<file path="src/rtl/flash_stat_pkg.sv">
package flash_stat_pkg;

   // Operating view the word mux and ready logic decode from
   typedef enum logic [2:0] {
      MD_ARRAY     = 3'd0,   // idle: pass array data
      MD_RUN       = 3'd1,   // program or erase running
      MD_SUSP_PROG = 3'd2,   // program inside an erase suspend
      MD_SUSP_READ = 3'd3,   // erase suspended, no program
      MD_FAULT     = 3'd4    // time limit exceeded, sticky
   } stat_mode_e;

   // Bit positions inside the status byte
   localparam int unsigned B_POLL = 7;
   localparam int unsigned B_TGL  = 6;
   localparam int unsigned B_TMO  = 5;
   localparam int unsigned B_ERS  = 3;
   localparam int unsigned B_SEC  = 2;
   localparam int unsigned STAT_W = 8;

endpackage

</file>
<file path="src/rtl/fsg_mode_dec.sv">
module fsg_mode_dec
   import flash_stat_pkg::*;
(
   input  logic       busy_i,
   input  logic       susp_i,
   input  logic       fault_i,
   output stat_mode_e mode_o,
   output logic       rdy_o
);

   always_comb begin
      if (fault_i)              mode_o = MD_FAULT;
      else if (busy_i && susp_i) mode_o = MD_SUSP_PROG;
      else if (busy_i)           mode_o = MD_RUN;
      else if (susp_i)           mode_o = MD_SUSP_READ;
      else                       mode_o = MD_ARRAY;
   end

   assign rdy_o = (mode_o == MD_ARRAY) || (mode_o == MD_SUSP_READ);

endmodule

</file>
<file path="src/rtl/fsg_toggle.sv">
module fsg_toggle #(
   parameter bit INIT = 1'b0
) (
   input  logic clk,
   input  logic rst_n,
   input  logic rd_end_i,
   input  logic en_i,
   output logic q_o
);

   always_ff @(posedge clk or negedge rst_n) begin
      if (!rst_n)                q_o <= INIT;
      else if (rd_end_i && en_i) q_o <= ~q_o;
   end

endmodule

</file>
<file path="src/rtl/fsg_word.sv">
module fsg_word
   import flash_stat_pkg::*;
#(
   parameter int unsigned DATA_W = 8
) (
   input  stat_mode_e          mode_i,
   input  logic                op_erase_i,
   input  logic                susp_i,
   input  logic                in_sector_i,
   input  logic                timeout_i,
   input  logic                prog_msb_i,
   input  logic                t6_i,
   input  logic                t2_i,
   input  logic [DATA_W-1:0]   array_data_i,
   output logic [DATA_W-1:0]   dout_o
);

   localparam int unsigned PAD_W = DATA_W - STAT_W;

   logic [STAT_W-1:0] stat;
   logic              show_stat;
   logic [DATA_W-1:0] stat_w;

   always_comb begin
      stat      = '0;
      show_stat = 1'b1;
      unique case (mode_i)
         MD_RUN: begin
            stat[B_POLL] = op_erase_i ? 1'b0 : ~prog_msb_i;
            stat[B_TGL]  = t6_i;
            stat[B_TMO]  = timeout_i;
            stat[B_ERS]  = op_erase_i;
            stat[B_SEC]  = t2_i;
         end
         MD_SUSP_PROG: begin
            stat[B_POLL] = ~prog_msb_i;
            stat[B_TGL]  = t6_i;
            stat[B_TMO]  = timeout_i;
            stat[B_SEC]  = 1'b1;
         end
         MD_SUSP_READ: begin
            stat[B_POLL] = 1'b1;
            stat[B_TGL]  = t6_i;
            stat[B_SEC]  = t2_i;
            show_stat    = in_sector_i;
         end
         MD_FAULT: begin
            stat[B_POLL] = op_erase_i ? 1'b0 : ~prog_msb_i;
            stat[B_TGL]  = t6_i;
            stat[B_TMO]  = 1'b1;
            stat[B_ERS]  = op_erase_i;
            stat[B_SEC]  = susp_i ? 1'b1 : t2_i;
         end
         default: show_stat = 1'b0;
      endcase
   end

   generate
      if (PAD_W > 0) begin : g_pad
         assign stat_w = {{PAD_W{1'b0}}, stat};
      end else begin : g_exact
         assign stat_w = stat;
      end
   endgenerate

   assign dout_o = show_stat ? stat_w : array_data_i;

endmodule

</file>
<file path="src/rtl/flash_status_gen.sv">
module flash_status_gen
   import flash_stat_pkg::*;
#(
   parameter int unsigned DATA_W = 8
) (
   input  logic              clk,
   input  logic              rst_n,
   input  logic              busy_i,
   input  logic              op_erase_i,
   input  logic              susp_i,
   input  logic              in_sector_i,
   input  logic              timeout_i,
   input  logic              prog_msb_i,
   input  logic              rd_i,
   input  logic [DATA_W-1:0] array_data_i,
   output logic [DATA_W-1:0] dout_o,
   output logic              rdy_o
);

   generate
      if (DATA_W < STAT_W) begin : g_bad_width
         $error("flash_status_gen: DATA_W must be at least 8");
      end
   endgenerate

   stat_mode_e mode;
   logic       rd_q;
   logic       rd_end;
   logic       fault_q;
   logic       t6, t2;
   logic       t6_en, t2_en;

   always_ff @(posedge clk or negedge rst_n) begin
      if (!rst_n) begin
         rd_q    <= 1'b0;
         fault_q <= 1'b0;
      end else begin
         rd_q <= rd_i;
         if (busy_i && timeout_i) fault_q <= 1'b1;
      end
   end

   assign rd_end = rd_q & ~rd_i;

   fsg_mode_dec u_dec (
      .busy_i  (busy_i),
      .susp_i  (susp_i),
      .fault_i (fault_q),
      .mode_o  (mode),
      .rdy_o   (rdy_o)
   );

   assign t6_en = (mode == MD_RUN) || (mode == MD_SUSP_PROG) || (mode == MD_FAULT);
   assign t2_en = in_sector_i &&
                  ((mode == MD_SUSP_READ) || ((mode == MD_RUN) && op_erase_i));

   fsg_toggle #(.INIT(1'b0)) u_t6 (
      .clk(clk), .rst_n(rst_n), .rd_end_i(rd_end), .en_i(t6_en), .q_o(t6)
   );

   fsg_toggle #(.INIT(1'b0)) u_t2 (
      .clk(clk), .rst_n(rst_n), .rd_end_i(rd_end), .en_i(t2_en), .q_o(t2)
   );

   fsg_word #(.DATA_W(DATA_W)) u_word (
      .mode_i       (mode),
      .op_erase_i   (op_erase_i),
      .susp_i       (susp_i),
      .in_sector_i  (in_sector_i),
      .timeout_i    (timeout_i),
      .prog_msb_i   (prog_msb_i),
      .t6_i         (t6),
      .t2_i         (t2),
      .array_data_i (array_data_i),
      .dout_o       (dout_o)
   );

endmodule

</file>
<file path="config.mk">
export PLATFORM = sky130hd
export DESIGN_NAME = flash_status_gen
export DESIGN_NICKNAME = d
export VERILOG_FILES = /design/src/rtl/flash_stat_pkg.sv /design/src/rtl/fsg_mode_dec.sv /design/src/rtl/fsg_toggle.sv /design/src/rtl/fsg_word.sv /design/src/rtl/flash_status_gen.sv
export SDC_FILE = /design/constraint.sdc
export NUM_CORES = 1
export LEC_CHECK = 0
export ABC_AREA = 1
export BUFFER_PORTS_ARGS = -buffer_cell sky130_fd_sc_hd__clkbuf_2
export CAP_MARGIN = 20
export CORE_AREA = 2 2 39 41
export CTS_BUF_LIST = sky130_fd_sc_hd__clkbuf_8
export DETAILED_ROUTE_END_ITERATION = 6
export DIE_AREA = 0 0 41 43
export GPL_TIMING_DRIVEN = 1
export MAX_ROUTING_LAYER = met4
export PLACE_DENSITY = 0.7
export SKIP_CTS_REPAIR_TIMING = 1
export SLEW_MARGIN = 40
export SYNTH_ARGS = -nofsm -noshare
export SYNTH_HDL_FRONTEND = slang
export SYNTH_SLANG_ARGS = --single-unit
</file>
<file path="constraint.sdc">
create_clock -name clk -period 1.2 [get_ports clk]
set_input_delay 0.12 -clock clk [delete_from_list [all_inputs] [get_ports clk]]
set_output_delay 0.12 -clock clk [all_outputs]
set_load 0.005 [all_outputs]
</file>
* After elaboration in Yosys (flattened, before gate mapping)
Index checks and enable logic that the tools add are counted.
** Storage, ports and cells
- Flip-flop bits (word level) :: 4
- Bits of input ports :: 17
- Output and inout port bits :: 9
- Logic and storage cells :: 40
** Cells by class
- Equal/unequal tests :: 4
- Mux-type cells :: 12
- Bitwise gates (word level) :: 5
- Reduce and logical (&&, ||, !) cells :: 15
** Operator list (number)
- two-way mux 3 bit :: 3
- two-way mux 8 bit :: 1
- == test 3 x 2 -> 1 bit (second input constant) :: 2
- logical AND 1 bit :: 6
- case mux 2 bit (3 select lines) :: 1
- OR reduction 2 bit :: 3
- logical OR 1 bit :: 4
- NOT 1 bit :: 4
- case mux 1 bit (2 select lines) :: 2
- == test 3 x 1 -> 1 bit (second input constant) :: 1
- == test 3 bit (second input constant) :: 1
- zero test 3 bit :: 1
- two-way mux 1 bit :: 3
- case mux 1 bit (3 select lines) :: 1
- OR reduction 3 bit :: 1
- two-way mux 2 bit :: 1
- AND 1 bit :: 1

* Logic depth before layout (Yosys ltp)
- Word-level depth :: 9
- Gate-level depth with buffers :: 9
- Gate-level depth less buffers :: 9

* Cells and area by module
A second synthesis with hierarchy kept.
** Second synthesis, totals
- Cells, all modules :: 88
- Area total of the unflattened synthesis :: 504.2 um2
** By module, submodules not included
- fsg_word :: instances 1, cells each 46, area an instance 221.5 um2, sequential area each 0.0 um2
- flash_status_gen :: instances 1, cells each 15, area an instance 110.1 um2, sequential area each 50.0 um2
- fsg_toggle :: instances 2, cells each 6, area an instance 45.0 um2, sequential area each 25.0 um2
- fsg_mode_dec :: instances 1, cells each 15, area an instance 82.6 um2, sequential area each 0.0 um2

* Least setup slack after synthesis
No wires, ideal clock.
- Path type :: in2out
- From :: input port busy_i
- To :: output port dout_o[3]
- Data arrival time :: 987 ps
- Required time :: 1080 ps
- Slack :: 93 ps
- Stages on the path :: 7
- Path buffers :: 0
- Path through :: inv_1 -> ha_1 -> inv_1 -> nand3_2 -> nand2_4 -> nor2_1 -> a21oi_1
** On the way
- Longest elaborated chain between the ends :: 7
- Elaborated cells on any way between the ends :: 13
- Those cells by class :: 4 x eq/ne; 6 x mux; 3 x reduce/logical
** RTL lines
- from (decl) :: RTL line flash_status_gen.sv:8 : input logic busy_i,
- two-way mux 3 bit or logical AND 1 bit (tied branches) :: RTL line fsg_mode_dec.sv:14, fsg_mode_dec.sv:13
- two-way mux 3 bit (*) :: RTL line fsg_mode_dec.sv:13 : else if (busy_i && susp_i) mode_o = MD_SUSP_PROG;
- two-way mux 3 bit (*) :: RTL line fsg_mode_dec.sv:12 : if (fault_i) mode_o = MD_FAULT;
- == test 3 x 2 -> 1 bit (tied with other cells) :: RTL line fsg_word.sv:27 : unique case (mode_i)
- OR reduction 3 bit (no source line) or OR reduction 2 bit (tied branches)
- case mux 1 bit (2 select lines) or two-way mux 1 bit (tied branches) :: RTL line fsg_word.sv:27
- two-way mux 8 bit (*) :: RTL line fsg_word.sv:66 : assign dout_o = show_stat ? stat_w : array_data_i;
- to (decl) :: RTL line flash_status_gen.sv:16 : output logic [DATA_W-1:0] dout_o,
Every way passes the cells marked *; elsewhere a longest branch is shown, timed or not.

* Worst setup path in the final report
- From :: register fault_q
- To :: output port dout_o[2]
** On the way
- Longest elaborated chain between the ends :: 5
- Elaborated cells on any way between the ends :: 10
- Those cells by class :: 4 x eq/ne; 4 x mux; 2 x reduce/logical
** RTL lines
- from (decl) :: RTL line flash_status_gen.sv:29 : logic fault_q;
- from (signal assigned) :: RTL line flash_status_gen.sv:36 : fault_q <= 1'b0;
- from (signal assigned) :: RTL line flash_status_gen.sv:39 : if (busy_i && timeout_i) fault_q <= 1'b1;
- two-way mux 3 bit (*) :: RTL line fsg_mode_dec.sv:12
- == test 3 x 2 -> 1 bit (tied with other cells) :: RTL line fsg_word.sv:27
- OR reduction 3 bit (no source line) or OR reduction 2 bit (tied branches)
- case mux 1 bit (2 select lines) or case mux 1 bit (3 select lines) (tied branches) :: RTL line fsg_word.sv:27
- two-way mux 8 bit (*) :: RTL line fsg_word.sv:66
Marked as above.

==> metrics.md <==
| Metric | Value |
|---|---|
| Run status | finished with violations |
| Violations in the final reports | setup timing |
| Share of the synthesized area in the top cell type | 0.2597 |
| Most prevalent standard cell on the critical path | nand2_1 |
| CTS H-tree lvls | 1 |
| Post-synthesis instance total | 59 |
| Count of routing violations after the opening detailed-route iteration | 4 |
| Number of failing setup endpoints in the final timing report | 8 |
| Most used DFF post-synth | dfrtp_1 |
| Placement-stage cell area | 575.6 um2 |
| Arrival @ worst endpoint | about 1.2 ns |
| Antenna violations before repair | 0 |
| Remaining max-slew budget at the tightest pin | 0.8709 |
| Routed length per instance | 8.991 um |
| Path class of the lowest-slack min-delay path | in -> reg |
| Post-synth EDFFs | 0 |
| Share of final-layout standard cells stronger than drive strength 1 | 0.4742 |
| Global-route wire length before repair | 1.566 mm |
| Critical Path Slowest Stage Cell | dfrtp_2 |
| Cell area after synthesis | 385.4 um2 |
| Internal power consumption | 0.4708 mW |
| Fraction of the cycle the final worst path needs | 1.134 |
| Maximum capacitance violations | 0 |
| Combinational cell fraction of total power | 0.279 |
| Total CTS buffers | 3 |
| Power per unit of standard cell area | 947.3 nW/um2 |
| Yosys reg bits | 4 |
| Clock latency on the worst-skew pair | 0.21 ns |
| Launch point of the worst hold path | rd_i |
| Number of optimization iterations in the first detailed-route pass | 2 |
| Switching power share of the total | 0.2506 |
| Area leader, netlist | dfrtp_1 |
| Finished Layout Cells | 113 |
| Net switching power | 0.1574 mW |
| Mean cell area of the mapped netlist | 6.532 um2 |
| Final worst slack | -0.1602 ns |
| Synth cell types | 17 |
| Critical path launch point type | flop |
| Required time of the critical path | 1.08 ns |
| Number of rows created at floorplan | 14 |
| Number of global-route vias before repair | approximately 410 |
| Layout overhead on the synthesized area | 72.08% |
| Clock root cell | clkbuf_8 |
| Layout Cell Area excl Fill | 663.1 um2 |
| Clock tree from TritonCTS | yes |
| Setup Skew | approximately 0.0007 ns |
| Transition time at the pin with the least slew margin | about 0.19 ns |
| Placed insts | 106 |
| Detailed-placement wirelength estimate | 807.8 um |
| Commonest cells in the netlist | inv_1 (11), nand2_1 (11), nor2_1 (9) |
| Number of buffers between clock root and the deepest sink | 2 |
| Sequential share of power | 0.286 |
| Number of primary I/O pins | 26 |
| Starting density of the core | 0.2785 |
| RR Startpoint | fault_q |
| Setup CP Type | reg -> out |
| Share of synthesized flip-flops with an asynchronous set or reset | 1.000 |
| Maximum operating frequency | 735.2 MHz |
| Peak supply drop | 749.8 uV |
| P_leak | around 0.38 nW |
| N_diodes | 0 |
| Total length of routed wires | 1.016 mm |
| Total DRC errors in the routed layout | 0 |
| Slowest cell delay on critical path | roughly 0.44 ns |
| Vias/cell | 4.274 |
| Mapped Nets | slightly below 80 |
| Global-route usage over all layers | 0.1300 |
| Proportion of power drawn by the clock network | 0.436 |
| Endpoints failing hold | 0 |
| Sequential cell area fraction in the yosys report | 0.2597 |
| Count of fill cells added during filler insertion | approximately 150 |
| Cell Chain, Critical Path | buf_4 -> a22oi_2 -> nand2_1 -> nand2_1 -> nand2_1 -> clkbuf_2 |
| GRT overflow | 0 |
| Clock Sinks | 4 |
| RSZ-0062 raised after global routing | yes |
| Clock period minus worst slack | 1.360 ns |
| Largest net degree at the start of global routing | 9 |
| Launching element of the worst setup path | fault_q |
| Die span in y | 43 um |
| Endpoint kind of the worst setup timing path | output port |
| Width of the die | 41 um |
| Max FO, Critical Path | 6 |
| Worst hold path depth | 1 |
| Final antenna-violating net count | 0 |
| Placer congestion estimate | 0.7867 |
| Routed vias | 483 |
| Number of max-slew violations in the final report | 0 |
| Nets | 118 |
| Core footprint | about 1400 um2 |
| Number of warning messages in the yosys log | 0 |
| Cell types occupying the most area after synthesis | dfrtp_1 (26%), inv_1 (11%), nand2_1 (11%) |
| Full die area | roughly 1800 um2 |
| Number of cells on the worst reg-to-reg path | 4 |
| Clock transition at the registers of the reported paths | about 0.030 ns |
| I/O Buffers | 25 |
==> cells by family (layout without fill, tap and decap cells) <==
kind of cell             Yosys count  after routing  synth area share
AO/OA/AOI/OAI                      5              5           0.07793
adder cells (fa/ha/maj)            2              2           0.06492
flip-flops                         4              4            0.2598
XOR/XNOR                           2              2           0.04546
buffers and inverters             12             50            0.1169
AND/OR/NAND/NOR                   34             34            0.4350
==> per-stage QoR <==
stage / power [mW] / util / TNS, ns / hold slack, ns / setup WS (ns)
after floorplan: 0.2568 / - / 0 / -0.1756 / 0.09339
after global routing: 0.6773 / 0.4792 / -1.706 / 0.02610 / -0.2882
after global placement: 0.3465 / 0.4159 / -0.4109 / -0.07265 / -0.09594
after CTS: 0.6365 / 0.4458 / -1.359 / -0.2956 / -0.2324
final: 0.6282 / 0.4792 / -0.9694 / 0.03119 / -0.1602
after detailed placement: 0.3512 / 0.4159 / -0.6033 / -0.06767 / -0.1313
==> metal layers <==
layer  wire, um  vias to the layer above  track usage
li1           -                      264            -
met1        418                      208       0.1591
met2        554                       11       0.1938
met3         43                        0      0.01571
met4          0                        0      0.08000
met5          0                        -            -
==> layout by cell type (no fill, tap or decap), types with 2 or more instances in the layout <==
| cell | instances |
|---|---|
| inv_1 | 11 |
| clkbuf_8 | 3 |
| clkbuf_2 | 25 |
| dfrtp_1 | 3 |
| nand3_1 | 7 |
| nand4_1 | 2 |
| nand2_1 | 11 |
| a21oi_1 | 2 |
| xnor2_1 | 2 |
| nor2_1 | 9 |
| buf_4 | 9 |
| nand2_4 | 2 |
==> power by group through the flow <==
stage,logic [mW],clock network [mW],registers (mW)
after global placement,0.168,0,0.179
after global routing,0.199,0.296,0.182
after CTS,0.173,0.285,0.179
after detailed placement,0.171,0,0.180
after floorplan,0.0819,0,0.175
final,0.175,0.274,0.179
==> worst max-delay path: cells and delay by family, from the launching register on <==
family / cells / cell delay [ns]
AO/OA/AOI/OAI: 1 / 0.15
buffers and inverters: 2 / 0.26
AND/OR/NAND/NOR: 3 / 0.17
flip-flops: 1 / 0.44
==> path summary, 6_finish.rpt <==
check	slack (ns)	end
worst min register to register	0.49	u_t2.q_o
min in group asynchronous	0.25	rd_q
max in group asynchronous	0.81	fault_q
worst min-delay path	0.03	rd_q
worst max-delay path	-0.16	dout_o[2]
worst max register to register	0.14	u_t2.q_o
==> flip-flops by register name, indices dropped and copies added (netlist names) <==
name      flops
fault_q       1
rd_q          1
u_t2.q_o      1
u_t6.q_o      1
==> area by class of cell <==
cell class	count	area (um2)	area share
multi-input combinational	43	252.7	0.3811
timing repair buffer	35	202.7	0.3057
sequential	4	101.3	0.1528
inverter	12	45.04	0.06792
clock buffer	3	41.29	0.06226
tap	16	20.02	0.03019
No activity file was read; power rests on OpenSTA's default activity.
